### src/rtl/timer_pkg.sv
package timer_pkg;
  typedef enum logic [1:0] {
    MODE_13    = 2'b00,
    MODE_16    = 2'b01,
    MODE_8R    = 2'b10,
    MODE_SPLIT = 2'b11
  } tmr_mode_e;

  localparam logic [1:0] ADDR_LO   = 2'd0;
  localparam logic [1:0] ADDR_HI   = 2'd1;
  localparam logic [1:0] ADDR_MODE = 2'd2;
  localparam logic [1:0] ADDR_CTRL = 2'd3;
endpackage

### src/rtl/timer_pin_sync.sv
module timer_pin_sync #(
  parameter int STAGES = 2
) (
  input  logic clk_i,
  input  logic rst_ni,
  input  logic pin_i,
  output logic level_o,
  output logic rise_o
);
  logic [STAGES:0] sh_q;

  always_ff @(posedge clk_i or negedge rst_ni) begin
    if (!rst_ni) sh_q <= '0;
    else         sh_q <= {sh_q[STAGES-1:0], pin_i};
  end

  assign level_o = sh_q[STAGES-1];
  assign rise_o  = sh_q[STAGES-1] & ~sh_q[STAGES];
endmodule

### src/rtl/timer_count_core.sv
module timer_count_core
  import timer_pkg::*;
#(
  parameter int W     = 8,
  parameter int PRE_W = 5
) (
  input  tmr_mode_e      mode_i,
  input  logic [W-1:0]   lo_i,
  input  logic [W-1:0]   hi_i,
  input  logic           inc_lo_i,
  input  logic           inc_hi_i,
  output logic [W-1:0]   lo_o,
  output logic [W-1:0]   hi_o,
  output logic           ovf_set_o,
  output logic           ovf2_set_o
);
  logic [W-1:0] lo_inc;
  logic [W-1:0] hi_inc;
  logic         lo_full;
  logic         hi_full;

  assign lo_inc  = lo_i + 1'b1;
  assign hi_inc  = hi_i + 1'b1;
  assign lo_full = (lo_i == '1);
  assign hi_full = (hi_i == '1);

  always_comb begin
    lo_o       = lo_i;
    hi_o       = hi_i;
    ovf_set_o  = 1'b0;
    ovf2_set_o = 1'b0;
    unique case (mode_i)
      MODE_13: if (inc_lo_i) begin
        if (lo_inc[PRE_W-1:0] == '0) begin
          lo_o      = '0;
          hi_o      = hi_inc;
          ovf_set_o = hi_full;
        end else begin
          lo_o = lo_inc;
        end
      end
      MODE_16: if (inc_lo_i) begin
        lo_o = lo_inc;
        if (lo_full) begin
          hi_o      = hi_inc;
          ovf_set_o = hi_full;
        end
      end
      MODE_8R: if (inc_lo_i) begin
        if (lo_full) begin
          lo_o      = hi_i;
          ovf_set_o = 1'b1;
        end else begin
          lo_o = lo_inc;
        end
      end
      MODE_SPLIT: begin
        if (inc_lo_i) begin
          lo_o      = lo_inc;
          ovf_set_o = lo_full;
        end
        if (inc_hi_i) begin
          hi_o       = hi_inc;
          ovf2_set_o = hi_full;
        end
      end
      default: ;
    endcase
  end
endmodule

### src/rtl/timer_unit.sv
module timer_unit
  import timer_pkg::*;
#(
  parameter int W           = 8,
  parameter int PRE_W       = 5,
  parameter int SYNC_STAGES = 2
) (
  input  logic         clk_i,
  input  logic         rst_ni,
  input  logic         wr_en_i,
  input  logic [1:0]   wr_addr_i,
  input  logic [W-1:0] wr_data_i,
  input  logic [1:0]   rd_addr_i,
  output logic [W-1:0] rd_data_o,
  input  logic         tick_i,
  input  logic         cnt_pin_i,
  input  logic         gate_pin_i,
  input  logic         run2_i,
  output logic         ovf_o,
  output logic         ovf2_o
);
  localparam int NPIN = 2;
  localparam int PIN_CNT  = 0;
  localparam int PIN_GATE = 1;

  logic [W-1:0] lo_q, hi_q, lo_nx, hi_nx;
  tmr_mode_e    mode_q;
  logic         ext_q, gate_q, run_q, ovf_q, ovf2_q;
  logic         edge_pend_q;
  logic         ovf_set, ovf2_set;
  logic         inc_lo, inc_hi;
  logic         wr_lo, wr_hi, wr_mode, wr_ctrl;
  logic [NPIN-1:0] pin_raw, pin_lvl, pin_rise;

  assign pin_raw[PIN_CNT]  = cnt_pin_i;
  assign pin_raw[PIN_GATE] = gate_pin_i;

  for (genvar g = 0; g < NPIN; g++) begin : g_sync
    timer_pin_sync #(.STAGES(SYNC_STAGES)) u_sync (
      .clk_i  (clk_i),
      .rst_ni (rst_ni),
      .pin_i  (pin_raw[g]),
      .level_o(pin_lvl[g]),
      .rise_o (pin_rise[g])
    );
  end

  assign wr_lo   = wr_en_i && (wr_addr_i == ADDR_LO);
  assign wr_hi   = wr_en_i && (wr_addr_i == ADDR_HI);
  assign wr_mode = wr_en_i && (wr_addr_i == ADDR_MODE);
  assign wr_ctrl = wr_en_i && (wr_addr_i == ADDR_CTRL);

  // edge held until the next tick consumes it
  always_ff @(posedge clk_i or negedge rst_ni) begin
    if (!rst_ni)                  edge_pend_q <= 1'b0;
    else if (wr_mode || tick_i)   edge_pend_q <= 1'b0;
    else if (pin_rise[PIN_CNT])   edge_pend_q <= 1'b1;
  end

  logic src_ok, gate_ok;
  assign src_ok  = !ext_q || edge_pend_q || pin_rise[PIN_CNT];
  assign gate_ok = !gate_q || pin_lvl[PIN_GATE];
  assign inc_lo  = tick_i && run_q && gate_ok && src_ok;
  assign inc_hi  = tick_i && run2_i;

  timer_count_core #(.W(W), .PRE_W(PRE_W)) u_core (
    .mode_i    (mode_q),
    .lo_i      (lo_q),
    .hi_i      (hi_q),
    .inc_lo_i  (inc_lo),
    .inc_hi_i  (inc_hi),
    .lo_o      (lo_nx),
    .hi_o      (hi_nx),
    .ovf_set_o (ovf_set),
    .ovf2_set_o(ovf2_set)
  );

  always_ff @(posedge clk_i or negedge rst_ni) begin
    if (!rst_ni) begin
      lo_q <= '0;
      hi_q <= '0;
    end else begin
      lo_q <= wr_lo ? wr_data_i : lo_nx;
      hi_q <= wr_hi ? wr_data_i : hi_nx;
    end
  end

  always_ff @(posedge clk_i or negedge rst_ni) begin
    if (!rst_ni) begin
      mode_q <= MODE_13;
      ext_q  <= 1'b0;
      gate_q <= 1'b0;
    end else if (wr_mode) begin
      mode_q <= tmr_mode_e'(wr_data_i[1:0]);
      ext_q  <= wr_data_i[2];
      gate_q <= wr_data_i[3];
    end
  end

  // hardware set wins over a software clear in the same cycle
  always_ff @(posedge clk_i or negedge rst_ni) begin
    if (!rst_ni) begin
      run_q  <= 1'b0;
      ovf_q  <= 1'b0;
      ovf2_q <= 1'b0;
    end else if (wr_ctrl) begin
      run_q  <= wr_data_i[0];
      ovf_q  <= wr_data_i[1] | ovf_set;
      ovf2_q <= wr_data_i[2] | ovf2_set;
    end else begin
      ovf_q  <= ovf_q | ovf_set;
      ovf2_q <= ovf2_q | ovf2_set;
    end
  end

  always_comb begin
    unique case (rd_addr_i)
      ADDR_LO:   rd_data_o = lo_q;
      ADDR_HI:   rd_data_o = hi_q;
      ADDR_MODE: rd_data_o = W'({gate_q, ext_q, mode_q});
      default:   rd_data_o = W'({ovf2_q, ovf_q, run_q});
    endcase
  end

  assign ovf_o  = ovf_q;
  assign ovf2_o = ovf2_q;

  assert_mode0_prescale_R3: assert property (@(posedge clk_i) disable iff (!rst_ni)
    (mode_q == MODE_13 && inc_lo && lo_q[PRE_W-1:0] == '1 && !wr_lo) |=> lo_q == '0);

  assert_mode2_reload_R5: assert property (@(posedge clk_i) disable iff (!rst_ni)
    (mode_q == MODE_8R && inc_lo && lo_q == '1 && !wr_lo) |=> lo_q == $past(hi_q));

  assert_split_high_R6: assert property (@(posedge clk_i) disable iff (!rst_ni)
    (mode_q == MODE_SPLIT && tick_i && run2_i && !wr_hi) |=> hi_q == $past(hi_q) + 1'b1);

  assert_no_run_R7: assert property (@(posedge clk_i) disable iff (!rst_ni)
    (!run_q && !wr_lo) |=> $stable(lo_q));

  assert_ext_needs_edge_R9: assert property (@(posedge clk_i) disable iff (!rst_ni)
    (ext_q && !edge_pend_q && !pin_rise[PIN_CNT] && !wr_lo) |=> $stable(lo_q));

  assert_mode_wr_clears_R10: assert property (@(posedge clk_i) disable iff (!rst_ni)
    wr_mode |=> !edge_pend_q);

  assert_ovf_sticky_R11: assert property (@(posedge clk_i) disable iff (!rst_ni)
    (ovf_q && !wr_ctrl) |=> ovf_q);

  assert_write_prio_R12: assert property (@(posedge clk_i) disable iff (!rst_ni)
    wr_lo |=> lo_q == $past(wr_data_i));
endmodule

### config.mk
export PLATFORM = sky130hd
export DESIGN_NAME = timer_unit
export DESIGN_NICKNAME = d
export VERILOG_FILES = /design/src/rtl/timer_pkg.sv /design/src/rtl/timer_pin_sync.sv /design/src/rtl/timer_count_core.sv /design/src/rtl/timer_unit.sv
export SDC_FILE = /design/constraint.sdc
export NUM_CORES = 1
export LEC_CHECK = 0
export ABC_AREA = 1
export BUFFER_PORTS_ARGS = -buffer_cell sky130_fd_sc_hd__buf_2
export CORE_MARGIN = 2
export CORE_UTILIZATION = 45
export DETAILED_ROUTE_END_ITERATION = 10
export PLACE_DENSITY_LB_ADDON = 0.15
export SLEW_MARGIN = 20
export SYNTH_ARGS = -nofsm -noshare
export SYNTH_HDL_FRONTEND = slang
export SYNTH_SLANG_ARGS = --single-unit
### constraint.sdc
create_clock -name clk_i -period 2.1 [get_ports clk_i]
set_clock_uncertainty 0.1 [all_clocks]
set_input_delay 0.42 -clock clk_i [delete_from_list [all_inputs] [get_ports clk_i]]
set_output_delay 0.42 -clock clk_i [all_outputs]
set_load 0.005 [all_outputs]
==> flow_summary.rst, run 1 <==
.. list-table::
   :header-rows: 1

   * - Metric
     - Value
   * - Clock power share
     - 22.5%
   * - Cts bufs inserted
     - 5
   * - Yosys top cell by area
     - dfrtp_1
   * - Net switching power
     - 1.135 mW
   * - Final standard cell utilization of the core
     - 55.49%
   * - Actual transition at the worst max-transition pin
     - 0.6640 ns
   * - Share of final-layout standard cells stronger than drive strength 1
     - 15.80%
   * - Critical path origin
     - mode_q[0]$_DFFE_PN0P_
   * - Total via count after detailed routing
     - 2113
   * - Initial antenna violation count
     - 0
   * - Global routing usage summed across all routing layers
     - 23.63%
   * - Yosys warning total
     - 0
   * - Die Ht
     - 72.51 um
   * - Number of top-level design ports
     - 29
   * - Core Region
     - 0.004444 mm^2
   * - Violation count after the first detailed-route iteration
     - 141
   * - CP endpoint kind
     - flop
   * - Number of non-filler instances in the completed layout
     - 400
   * - Starting density of the core
     - 47.52%
   * - Later-pin clock latency in the skew report
     - 0.29 ns
   * - Longest Clk Path Bufs
     - 2
   * - Share of Yosys cell area claimed by the top area cell type
     - 34.36%
   * - Data required time at the worst endpoint
     - 2.18 ns
   * - Most area-consuming cells after synthesis
     - dfrtp_1 34%, nand2_1 16%, nand3_1 10%
   * - GR Layer Usage met1
     - 33.71%
   * - Global-route wire length before repair
     - 9487 um
   * - Total of buffers placed on input and output ports
     - 28
   * - Average routed wire per standard cell
     - 13.86 um
   * - Total chip power
     - 2.652 mW
   * - Maximum number of pins on one net before global-route repair
     - 30
   * - Floorplan die width
     - 72.51 um
   * - Mapped Cells
     - 310
   * - Via density
     - 5.283
   * - Number of cells in the design after placement
     - 392
   * - Post-layout min period
     - 1.934 ns
   * - Die area
     - 0.005258 mm^2
   * - Sw frac
     - 42.80%
   * - Quantity of hold-fixing buffers added after cts
     - 0
   * - Max transition margin
     - 55.74%
   * - Busiest layer in global routing
     - met2
   * - Depth of the worst register-to-register path
     - 10
   * - Net count after synthesis
     - 335
   * - Maximum clock frequency
     - 517.0 MHz
   * - Classification of the worst-slack hold path
     - in -> async
   * - Destination of the worst register-to-register timing path
     - lo_q[2]$_DFFE_PN0P_
   * - Total of flip-flops plus latches after synthesis
     - 29
   * - Startpoint kind of the worst setup timing path
     - flop
   * - Final-stage net count
     - 372
   * - # DRC
     - 0
   * - Final setup TNS
     - 0 ns
   * - Clock root buffer
     - clkbuf_8
   * - Sequential element share of the synthesized area
     - 34.36%
   * - CTS clk-pin slew, worst paths
     - 0.07 ns
   * - DRT Pass-1 Iters
     - 4
   * - Reg-to-reg slack, setup
     - 0.17 ns
   * - Setup repair after global routing missed its margin
     - false
   * - Comb power frac
     - 42.3%
   * - Maximum vdd drop
     - 0.0004588 V
   * - Antenna diode count
     - 0
   * - Via count of the first global-routing pass
     - 1963
   * - Total clock sinks
     - 29
   * - Setup Viol. Count Final
     - 0
   * - Detail Route Antenna Nets
     - 0
   * - Placer's final routability congestion estimate
     - 0.9292
   * - Layout area overhead
     - 16.77%
   * - Power density over cell area
     - 1075 mW/mm^2
   * - Outcome
     - completed
   * - Final cycle utilization of the critical path
     - 92.11%
   * - Clock tree from TritonCTS
     - built
   * - Critical R2R Launch
     - mode_q[0]$_DFFE_PN0P_
   * - Mean cell area of the mapped netlist
     - 6.813 um^2
   * - Number of hold violations in the final report
     - 0
   * - Global-route met3 utilization
     - 3.333%
   * - Rows
     - 24
   * - Worst EP arrival
     - 2.02 ns
   * - Sequential share of power
     - 35.2%
   * - Post-DP HPWL
     - 4365 um
   * - Final WL
     - 5543 um
   * - Count of different cell masters after synthesis
     - 32
   * - Pre-CTS setup slack
     - 0.1734 ns
   * - Slew Viols, Final
     - 0
   * - Global Route met2 Usage
     - 37.21%
   * - Syn Std Cell Area
     - 0.002112 mm^2
   * - PnR worst setup slack
     - 0.1657 ns
   * - Biggest fanout along the worst timing path
     - 6
   * - Leakage power of the design
     - 1.346 nW
   * - Category of the critical setup timing path
     - reg -> reg
   * - Total congestion overflow
     - 0
   * - Internal power
     - 1.517 mW
   * - Max-capacitance violation count
     - 0
   * - H-tree depth
     - 2
## synthesized netlist by cell type, drive strengths merged
cell type,n
or2,1
inv,43
o2111ai,1
nand2,97
o22ai,5
o211ai,1
o21ai,20
mux2i,1
o31ai,1
dfrtp,29
o221ai,1
o21a,1
ha,6
nand4,5
a31oi,1
clkinv,1
nor3b,1
a221oi,1
xor2,4
nor3,1
clkbuf,3
nor2,23
nand3b,1
a22oi,6
a21oi,12
buf,1
nand3,43
## per-layer routing
metal | routed length, um | vias up
met5 | 0 | -
met4 | 84 | 0
met3 | 260 | 9
met2 | 2524 | 52
met1 | 2674 | 961
li1 | - | 1091
## metrics by stage
stage                     cell area [um^2]  hold slack [ns]
after floorplan                       2112          0.02441
after global placement                2346           0.2337
after detailed placement              2346           0.2389
after CTS                             2461          0.07501
after global routing                  2466           0.1109
final                                 2466          0.05509
## repair_timing
item	4_1_cts	5_1_grt
endpoints found under the setup margin	0	3
setup buffers	0	0
gates resized for setup	0	2
## logic make-up (layout without fill, tap and decap cells)
kind of cell | after synthesis | in the layout | share of synthesized area [%]
flip-flops | 29 | 29 | 34.36
XOR/XNOR | 4 | 4 | 1.659
multiplexers | 1 | 1 | 0.4740
AND/OR/NAND/NOR | 172 | 172 | 37.56
buffers and inverters | 48 | 86 | 8.589
adder cells (fa/ha/maj) | 6 | 6 | 3.554
AO/OA/AOI/OAI | 50 | 50 | 13.80
## worst max-delay path, stage by stage, from the launching register on
cell	delay [ns]
dfrtp_1	0.44
inv_1	0.11
ha_1	0.29
nor2_2	0.15
nand2_1	0.10
nand2_1	0.07
inv_1	0.08
nand2_1	0.17
o21ai_0	0.13
a21oi_1	0.13
nor2_1	0.05
## power by group through the flow
| stage | Sequential [mW] | Combinational, mW | Clock, mW |
|---|---|---|---|
| after floorplan | 0.888 | 0.805 | 0 |
| final | 0.933 | 1.12 | 0.597 |
| after CTS | 0.931 | 1.11 | 0.614 |
| after global placement | 0.941 | 1.11 | 0 |
| after detailed placement | 0.941 | 1.10 | 0 |
| after global routing | 0.964 | 1.29 | 0.641 |
## state kept, by name, indices dropped and copies added (netlist names)
signal / flops
gate_q: 1
mode_q: 2
hi_q: 8
ext_q: 1
ovf2_o: 1
edge_pend_q: 1
ovf_o: 1
run_q: 1
lo_q: 8
g_sync.u_sync.sh_q: 5
## layout by cell type, fill, tap and decap left out, drive strengths merged, types with 2 or more instances in the layout
master  netlist  layout
nand4         5       5
buf           1      34
clkbuf        3       5
a21oi        12      12
o22ai         5       5
xor2          4       4
ha            6       6
o21ai        20      20
clkinv        1       2
nand2        97      97
a22oi         6       6
dfrtp        29      29
inv          43      43
nand3        43      43
nor2         23      23
## area by class of cell
class | count | area [um^2]
well taps | 52 | 65.06
multi-input cells | 233 | 1210
fillers | 443 | 1978
inverters | 44 | 165.2
flip-flops and latches | 29 | 725.7
clock inverters | 3 | 46.29
repair buffers | 34 | 185.2
clock buffers | 5 | 68.82
## how the worst max path moves through the flow
stage	to	slack [ns]	cells past startpoint
after floorplan	lo_q[0]$_DFFE_PN0P_	0.46	10
after global placement	lo_q[4]$_DFFE_PN0P_	0.17	10
after detailed placement	lo_q[2]$_DFFE_PN0P_	0.17	10
after CTS	lo_q[2]$_DFFE_PN0P_	0.14	10
after global routing	lo_q[2]$_DFFE_PN0P_	0.003	10
final	lo_q[2]$_DFFE_PN0P_	0.17	10
(Power assumes the default switching activity.)
==> run 2: changes to the inputs <==
Settings changed: CORE_UTILIZATION 45 to 51.
==> run 2 against run 1 <==
  * First-iteration DRC count down 20%
  * Critical path depth unchanged
  * Register-to-register slack worse by 0.03 ns
  * Wire length up 1.4%
  * Worst hold slack worse by 0.0011 ns
  * Global-route usage up 3.5 points
  * Worst setup slack worse by 0.029 ns
  * Combinational power about the same
  * Sequential share of layout area up 0.38 points
  * Via count up 0.99%
  * Count of clock-buffer cells in the layout up 2
  * Largest cell class unchanged
  * Largest power group unchanged
==> flow_summary.rst, run 2 (synthesized netlist as in run 1, its figures left out) <==
.. list-table::
   :header-rows: 1

   * - Metric
     - Value
   * - Outcome
     - completed
   * - Violation count after the first detailed-route iteration
     - 113 (-20%)
   * - Number of hold violations in the final report
     - 0 (unchanged)
   * - CP endpoint kind
     - flop
   * - Most common cell after layout, fill and taps aside
     - nand2_1
   * - # DRC
     - 0 (unchanged)
   * - Actual transition at the worst max-transition pin
     - 0.6820 ns (+0.01804 ns)
   * - Total via count after detailed routing
     - 2134 (+0.99%)
   * - Worst EP arrival
     - 2.04 ns (+0.02 ns)
   * - Rows
     - 23 (-4.2%)
   * - Final standard cell utilization of the core
     - 60.87% (+5.4 points)
   * - CTS clk-pin slew, worst paths
     - 0.07 ns (about the same)
   * - Leakage power of the design
     - 1.335 nW (-0.80%)
   * - Total congestion overflow
     - 0 (unchanged)
   * - Setup Viol. Count Final
     - 0 (unchanged)
   * - Cts bufs inserted
     - 5 (unchanged)
   * - Later-pin clock latency in the skew report
     - 0.29 ns (about the same)
   * - Cell with the largest stage delay on the worst path
     - dfrtp_1
   * - Final cycle utilization of the critical path
     - 93.47% (+1.4 points)
   * - Die Ht
     - 68.35 um (-5.7%)
   * - Startpoint kind of the worst setup timing path
     - flop
   * - Post-DP HPWL
     - 4326 um (-0.89%)
   * - H-tree depth
     - 2 (unchanged)
   * - Final-stage net count
     - 370 (-0.54%)
   * - Clock tree from TritonCTS
     - built
   * - Global routing usage summed across all routing layers
     - 27.16% (+3.5 points)
   * - Final WL
     - 5622 um (+1.4%)
   * - Floorplan die width
     - 68.35 um (-5.7%)
   * - Starting density of the core
     - 52.80% (+5.3 points)
   * - Global-route met3 utilization
     - 5.099% (+1.8 points)
   * - Post-CTS sizing
     - 0 (unchanged)
   * - Detail Route Antenna Nets
     - 0 (unchanged)
   * - Average routed wire per standard cell
     - 14.20 um (+2.4%)
   * - Cell breakdown of the critical path
     - inv_1 > ha_1 > nor2_2 > nand2_1 > nand2_1 > inv_1 > nand2_2 > o21a_1 > nand2_1 > nand2_1
   * - Maximum clock frequency
     - 509.5 MHz (-1.5%)
   * - Via count of the first global-routing pass
     - 1954 (-0.46%)
   * - Initial antenna violation count
     - 0 (unchanged)
   * - Total of buffers placed on input and output ports
     - 28 (unchanged)
   * - Max-capacitance violation count
     - 0 (unchanged)
   * - Core Region
     - 0.004000 mm^2 (-10%)
   * - Setup bufs post-CTS
     - 0 (unchanged)
   * - Max transition margin
     - 54.53% (-1.2 points)
   * - Reg-to-reg slack, setup
     - 0.14 ns (-0.03 ns)
   * - Share of final-layout standard cells stronger than drive strength 1
     - 15.32% (-0.49 points)
   * - Global Route met2 Usage
     - 40.66% (+3.4 points)
   * - Total chip power
     - 2.567 mW (-3.2%)
   * - Busiest layer in global routing
     - met2
   * - Power density over cell area
     - 1054 mW/mm^2 (-1.9%)
   * - Maximum number of pins on one net before global-route repair
     - 30 (unchanged)
   * - Die area
     - 0.004672 mm^2 (-11%)
   * - Slew Viols, Final
     - 0 (unchanged)
   * - Classification of the worst-slack hold path
     - in -> async
   * - Longest Clk Path Bufs
     - 2 (unchanged)
   * - Most used cell, CP
     - nand2_1
   * - Global-route wire length before repair
     - 9246 um (-2.5%)
   * - Commonest cells after routing, fill and taps aside
     - 91 x nand2_1, 43 x inv_1, 42 x nand3_1, 29 x dfrtp_1, 28 x buf_2
   * - GR Layer Usage met1
     - 38.26% (+4.5 points)
   * - Biggest fanout along the worst timing path
     - 6 (unchanged)
   * - Data required time at the worst endpoint
     - 2.17 ns (about the same)
   * - Antenna diode count
     - 0 (unchanged)
   * - Category of the critical setup timing path
     - reg -> reg
   * - DRT Pass-1 Iters
     - 5 (+1)
   * - Clock root buffer
     - clkbuf_8
   * - Total clock sinks
     - 29 (unchanged)
   * - Maximum vdd drop
     - 0.0004790 V (+4.4%)
   * - Destination of the worst register-to-register timing path
     - lo_q[5]$_DFFE_PN0P_
   * - Via density
     - 5.389 (+2.0%)
   * - Critical Path Max Stage Delay
     - 0.43 ns (about the same)
   * - Depth of the worst register-to-register path
     - 10 (unchanged)
   * - Quantity of hold-fixing buffers added after cts
     - 0 (unchanged)
   * - Critical R2R Launch
     - mode_q[0]$_DFFE_PN0P_
   * - Layout area overhead
     - 15.28%
   * - Number of top-level design ports
     - 29 (unchanged)
   * - Placer's final routability congestion estimate
     - 0.9605 (+3.4%)
   * - Post-layout min period
     - 1.963 ns (+0.02861 ns)
   * - Biggest registers after layout
     - hi_q (8), lo_q (8), g_sync.u_sync.sh_q (5)
-- run 2: area by class of cell --
cell class / count / area, um^2
Clock inverter: 1 / 5.005
Timing Repair Buffer: 32 / 170.2
Fill cell: 393 / 1565
Tap cell: 50 / 62.56
Multi-Input combinational cell: 233 / 1210
Sequential cell: 29 / 725.7
Inverter: 44 / 165.2
Clock buffer: 7 / 96.34
-- run 2: worst max-delay path by stage --
stage,from,to,slack [ns],depth (start not counted)
5_1_grt,mode_q[0]$_DFFE_PN0P_,lo_q[5]$_DFFE_PN0P_,-0.01,10
4_1_cts,mode_q[0]$_DFFE_PN0P_,lo_q[2]$_DFFE_PN0P_,0.12,10
2_1_floorplan,mode_q[0]$_DFFE_PN0P_,lo_q[0]$_DFFE_PN0P_,0.46,10
6_report,mode_q[0]$_DFFE_PN0P_,lo_q[5]$_DFFE_PN0P_,0.14,10
3_5_place_dp,mode_q[0]$_DFFE_PN0P_,lo_q[2]$_DFFE_PN0P_,0.17,10
3_3_place_gp,rd_addr_i[0],rd_data_o[1],0.15,8
-- run 2: per-stage QoR --
stage	setup WS, ns	instances	hold WS, ns	cell area (um^2)	TNS (ns)
floorplan	0.4610	310	0.02441	2112	0
global placement	0.1548	388	0.2374	2328	0
detailed placement	0.1659	388	0.2411	2328	0
CTS	0.1184	396	0.08863	2430	0
global route	-0.009662	396	0.1072	2435	-0.009662
finish	0.1371	396	0.05394	2435	0
-- run 2: worst max-delay path: cells and delay by family (launching register included) --
family	cells	cell delay [ns]
and+or+nand+nor	6	0.54
adders and majority gates	1	0.32
buffers and inverters	2	0.31
DFF	1	0.43
AOI/OAI and AO/OA	1	0.13
-- run 2: layer usage --
layer | wire length (um) | share of wire (%)
met2 | 2438 | 43
met1 | 2714 | 48
met3 | 304 | 5.4
met5 | 0 | 0
met4 | 163 | 2.9
-- run 2: power by group --
part	switching [mW]	total (mW)	internal, mW
Combinational	0.674	1.09	0.419
Clock	0.230	0.526	0.296
Sequential	0.226	0.947	0.721
==> run 3: changes to the inputs <==
Settings changed: ABC_AREA 1 to unset.
==> run 3 against run 2 <==
  * Power grew 0.99%
  * Final cell count down 26%
  * Worst setup slack worse by 0.040 ns
  * Critical path depth is 2 lower
  * Via count is 20% lower
  * Die area down 10%
  * Sequential share of layout area is 1.4 points higher
  * Final area decreased by 4.2%
  * Worst hold slack improved by 0.00077 ns
  * Synthesized cell count shrank 34%
  * Area after synthesis decreased by 11%
  * Global-route usage shrank 1.6 points
==> flow_summary.rst, run 3 <==
.. list-table::
   :header-rows: 1

   * - Metric
     - Value
   * - Critical Path Max Stage Delay
     - 0.44 ns (about the same)
   * - Number of top-level design ports
     - 29 (unchanged)
   * - Sequential element share of the synthesized area
     - 38.44% (+4.1 points)
   * - Longest Clk Path Bufs
     - 2 (unchanged)
   * - # DRC
     - 0 (unchanged)
   * - Total via count after detailed routing
     - 1709 (-20%)
   * - Detail Route Antenna Nets
     - 0 (unchanged)
   * - Final cycle utilization of the critical path
     - 95.38% (+1.9 points)
   * - CTS clk-pin slew, worst paths
     - 0.06 ns (about the same)
   * - Classification of the worst-slack hold path
     - in -> async
   * - Worst path buffer plus inverter count
     - 2 (unchanged)
   * - Cell breakdown of the critical path
     - inv_1 > ha_2 > inv_1 > a22oi_2 > o21ai_4 > nor4_4 > xnor2_1 > a21oi_1
   * - Most frequently used cell type in the post-synthesis netlist
     - dfrtp_1
   * - Net switching power
     - 1.046 mW (-7.5%)
   * - Worst Hold Margin
     - 0.05471 ns (+0.0007653 ns)
   * - Outcome
     - completed
   * - Net count after synthesis
     - 229 (-32%)
   * - Syn Std Cell Area
     - 0.001888 mm^2 (-11%)
   * - Post-layout min period
     - 2.003 ns (+0.04003 ns)
   * - Worst EP arrival
     - 2.04 ns (about the same)
   * - Share of final-layout standard cells stronger than drive strength 1
     - 32.65% (+17 points)
   * - Maximum number of pins on one net before global-route repair
     - 30 (unchanged)
   * - Maximum clock frequency
     - 499.3 MHz (-2.0%)
   * - Comb power frac
     - 43.6% (+1.0 points)
   * - Clock root buffer
     - clkbuf_8
   * - Power density over cell area
     - 1112 mW/mm^2 (+5.4%)
   * - DRT Pass-1 Iters
     - 4 (-1)
   * - Critical path's top delay family
     - compound AO/OA/AOI/OAI gates
   * - Cell with the largest stage delay on the worst path
     - dfrtp_2
   * - Startpoint kind of the worst setup timing path
     - flop
   * - Rows
     - 22 (-4.3%)
   * - Quantity of hold-fixing buffers added after cts
     - 0 (unchanged)
   * - Slew Viols, Final
     - 0 (unchanged)
   * - Total of buffers placed on input and output ports
     - 28 (unchanged)
   * - Via density
     - 5.833 (+8.2%)
   * - Antenna diode count
     - 0 (unchanged)
   * - Internal power
     - 1.547 mW (+7.7%)
   * - Final instance area
     - 0.002332 mm^2 (-4.2%)
   * - Actual transition at the worst max-transition pin
     - 0.6462 ns (-0.03583 ns)
   * - Maximum vdd drop
     - 0.0005999 V (+25%)
   * - Total congestion overflow
     - 0 (unchanged)
   * - Commonest cells after routing, fill and taps aside
     - 28 x buf_2, 27 x nor2_1, 27 x dfrtp_1, 17 x nand2_1, 13 x buf_4
   * - Number of non-filler instances in the completed layout
     - 293 (-26%)
   * - Setup Viol. Count Final
     - 0 (unchanged)
   * - Sequential share of power
     - 38.6% (+1.7 points)
   * - Floorplan die width
     - 64.85 um (-5.1%)
   * - Initial antenna violation count
     - 0 (unchanged)
   * - Global-route wire length before repair
     - 8086 um (-13%)
   * - Most common cell after layout, fill and taps aside
     - buf_2
   * - Die Ht
     - 64.85 um (-5.1%)
   * - Global routing usage summed across all routing layers
     - 25.60% (-1.6 points)
   * - Number of cells in the design after placement
     - 286 (-26%)
   * - Total clock sinks
     - 29 (unchanged)
   * - Final-stage net count
     - 270 (-27%)
   * - Clock tree from TritonCTS
     - built
   * - Fraction of registers with async set or reset after synthesis
     - 100.0% (unchanged)
   * - Placer's final routability congestion estimate
     - 0.9232 (-3.9%)
   * - Sw frac
     - 40.34% (-3.7 points)
   * - Max-capacitance violation count
     - 0 (unchanged)
   * - Final WL
     - 4936 um (-12%)
   * - Most instantiated flip-flop cell in the synthesis netlist
     - dfrtp_1
   * - Biggest fanout along the worst timing path
     - 7 (+1)
   * - Cts bufs inserted
     - 5 (unchanged)
   * - Leakage power of the design
     - 0.9921 nW (-26%)
   * - Yosys top cell by area
     - dfrtp_1
   * - Layout area overhead
     - 23.53%
   * - Later-pin clock latency in the skew report
     - 0.28 ns (about the same)
   * - Violation count after the first detailed-route iteration
     - 92 (-19%)
   * - Starting density of the core
     - 52.36% (-0.44 points)
   * - Category of the critical setup timing path
     - reg -> reg
   * - Share of Yosys cell area claimed by the top area cell type
     - 38.44% (+4.1 points)
   * - Mean cell area of the mapped netlist
     - 9.255 um^2 (+36%)
   * - Average routed wire per standard cell
     - 16.85 um (+19%)
   * - Setup repair after global routing missed its margin
     - true
   * - CP endpoint kind
     - flop
   * - Post-detailed-placement cell area
     - 0.002151 mm^2 (-7.6%)
   * - Max transition margin
     - 56.92% (+2.4 points)
   * - Most used cell, CP
     - inv_1
   * - Post-DP HPWL
     - 3720 um (-14%)
   * - Total of flip-flops plus latches after synthesis
     - 29 (unchanged)
   * - Via count of the first global-routing pass
     - 1639 (-16%)
   * - Die area
     - 0.004205 mm^2 (-10%)
   * - Yosys warning total
     - 0 (unchanged)
   * - Biggest registers after layout
     - hi_q (8), lo_q (8), g_sync.u_sync.sh_q (5)
   * - H-tree depth
     - 2 (unchanged)
   * - Total chip power
     - 2.593 mW (+0.99%)
   * - Core Region
     - 0.003606 mm^2 (-9.9%)
   * - Most used standard cells in the synthesized netlist
     - 29 x dfrtp_1, 28 x nor2_1, 17 x nand2_1, 13 x nor3_1, 12 x a21oi_1
   * - Data required time at the worst endpoint
     - 2.14 ns (-0.03 ns)
   * - Clock power share
     - 17.8% (-2.7 points)
   * - Count of different cell masters after synthesis
     - 47 (+47%)
   * - Mapped Cells
     - 204 (-34%)
   * - Number of synthesized flops with an enable pin
     - 0 (unchanged)
   * - Number of hold violations in the final report
     - 0 (unchanged)
   * - Most area-consuming cells after synthesis
     - dfrtp_1 38%, nor2_1 5.6%, mux2i_1 4.8%
[run 3: cell count changes after synthesis, sizes merged, moves of 10 or more]
cell	previous run	this run
nand2	97	17
xnor2	0	10
inv	43	7
nor3	1	13
nand3	43	9
o21ai	20	10
[run 3: metal layers]
metal	track usage, %	part of all wire, %	vias to the layer above
li1	-	-	816
met1	34.53	44	822
met2	40.98	48	61
met3	5.035	6.1	10
met4	9.043	1.9	0
met5	0	0	-
[run 3: power by group through the flow]
| stage | Sequential [mW] | Combinational, mW | Clock [mW] |
|---|---|---|---|
| 2_1_floorplan | 0.910 | 0.735 | 0 |
| 6_report | 1.00 | 1.13 | 0.460 |
| 3_3_place_gp | 1.00 | 1.01 | 0 |
| 3_5_place_dp | 0.998 | 1.03 | 0 |
| 5_1_grt | 1.03 | 1.25 | 0.496 |
| 4_1_cts | 0.988 | 1.04 | 0.475 |
[run 3: cell families after synthesis]
kind of cell | after synthesis | share of synthesized area [%]
flip-flops | 29 | 38.44
adder cells (fa/ha/maj) | 6 | 3.976
AO/OA/AOI/OAI | 40 | 14.51
AND/OR/NAND/NOR | 86 | 22.80
XOR/XNOR | 11 | 5.103
buffers and inverters | 14 | 3.247
multiplexers | 18 | 11.93
[run 3: final cells by class]
class | instances | area (um^2)
fill | 328 | 1274
multi-input combinational | 161 | 1194
sequential | 29 | 728.2
timing repair buffer | 41 | 237.7
clock buffer | 7 | 86.33
tap | 48 | 60.06
inverter | 7 | 26.28
[run 3: repair_timing]
| action | CTS | global route |
|---|---|---|
| resized for setup | 1 | 21 |
| pin swaps | 0 | 2 |
| endpoints found under the setup margin | 2 | 16 |
| endpoints found under the hold margin | 0 | 0 |
| buffers inserted | 0 | 0 |
[run 3: metrics by stage]
step / util, % / worst slack (ns) / TNS (ns)
3_5_place_dp: 59.65 / 0.01164 / 0
3_3_place_gp: 59.65 / 0.01289 / 0
6_report: 64.68 / 0.09708 / 0
4_1_cts: 62.14 / 0.01850 / 0
5_1_grt: 64.68 / -0.01778 / -0.02428
2_1_floorplan: - / 0.06513 / 0
[run 3: path summary, 6_finish.rpt]
kind | to | cells past startpoint | slack (ns) | start
setup / recovery | hi_q[7]$_DFFE_PN0P_ | 8 | 0.1 | mode_q[1]$_DFFE_PN0P_
hold / removal | lo_q[4]$_DFFE_PN0P_ | 1 | 0.05 | rst_ni
setup reg to reg | hi_q[7]$_DFFE_PN0P_ | 8 | 0.1 | mode_q[1]$_DFFE_PN0P_
hold reg to reg | g_sync[0].u_sync.sh_q[1]$_DFF_PN0_ | 0 | 0.25 | g_sync[0].u_sync.sh_q[0]$_DFF_PN0_
max in group asynchronous | mode_q[1]$_DFFE_PN0P_ | 1 | 1.38 | rst_ni
min in group clk_i | g_sync[1].u_sync.sh_q[0]$_DFF_PN0_ | 1 | 0.14 | gate_pin_i
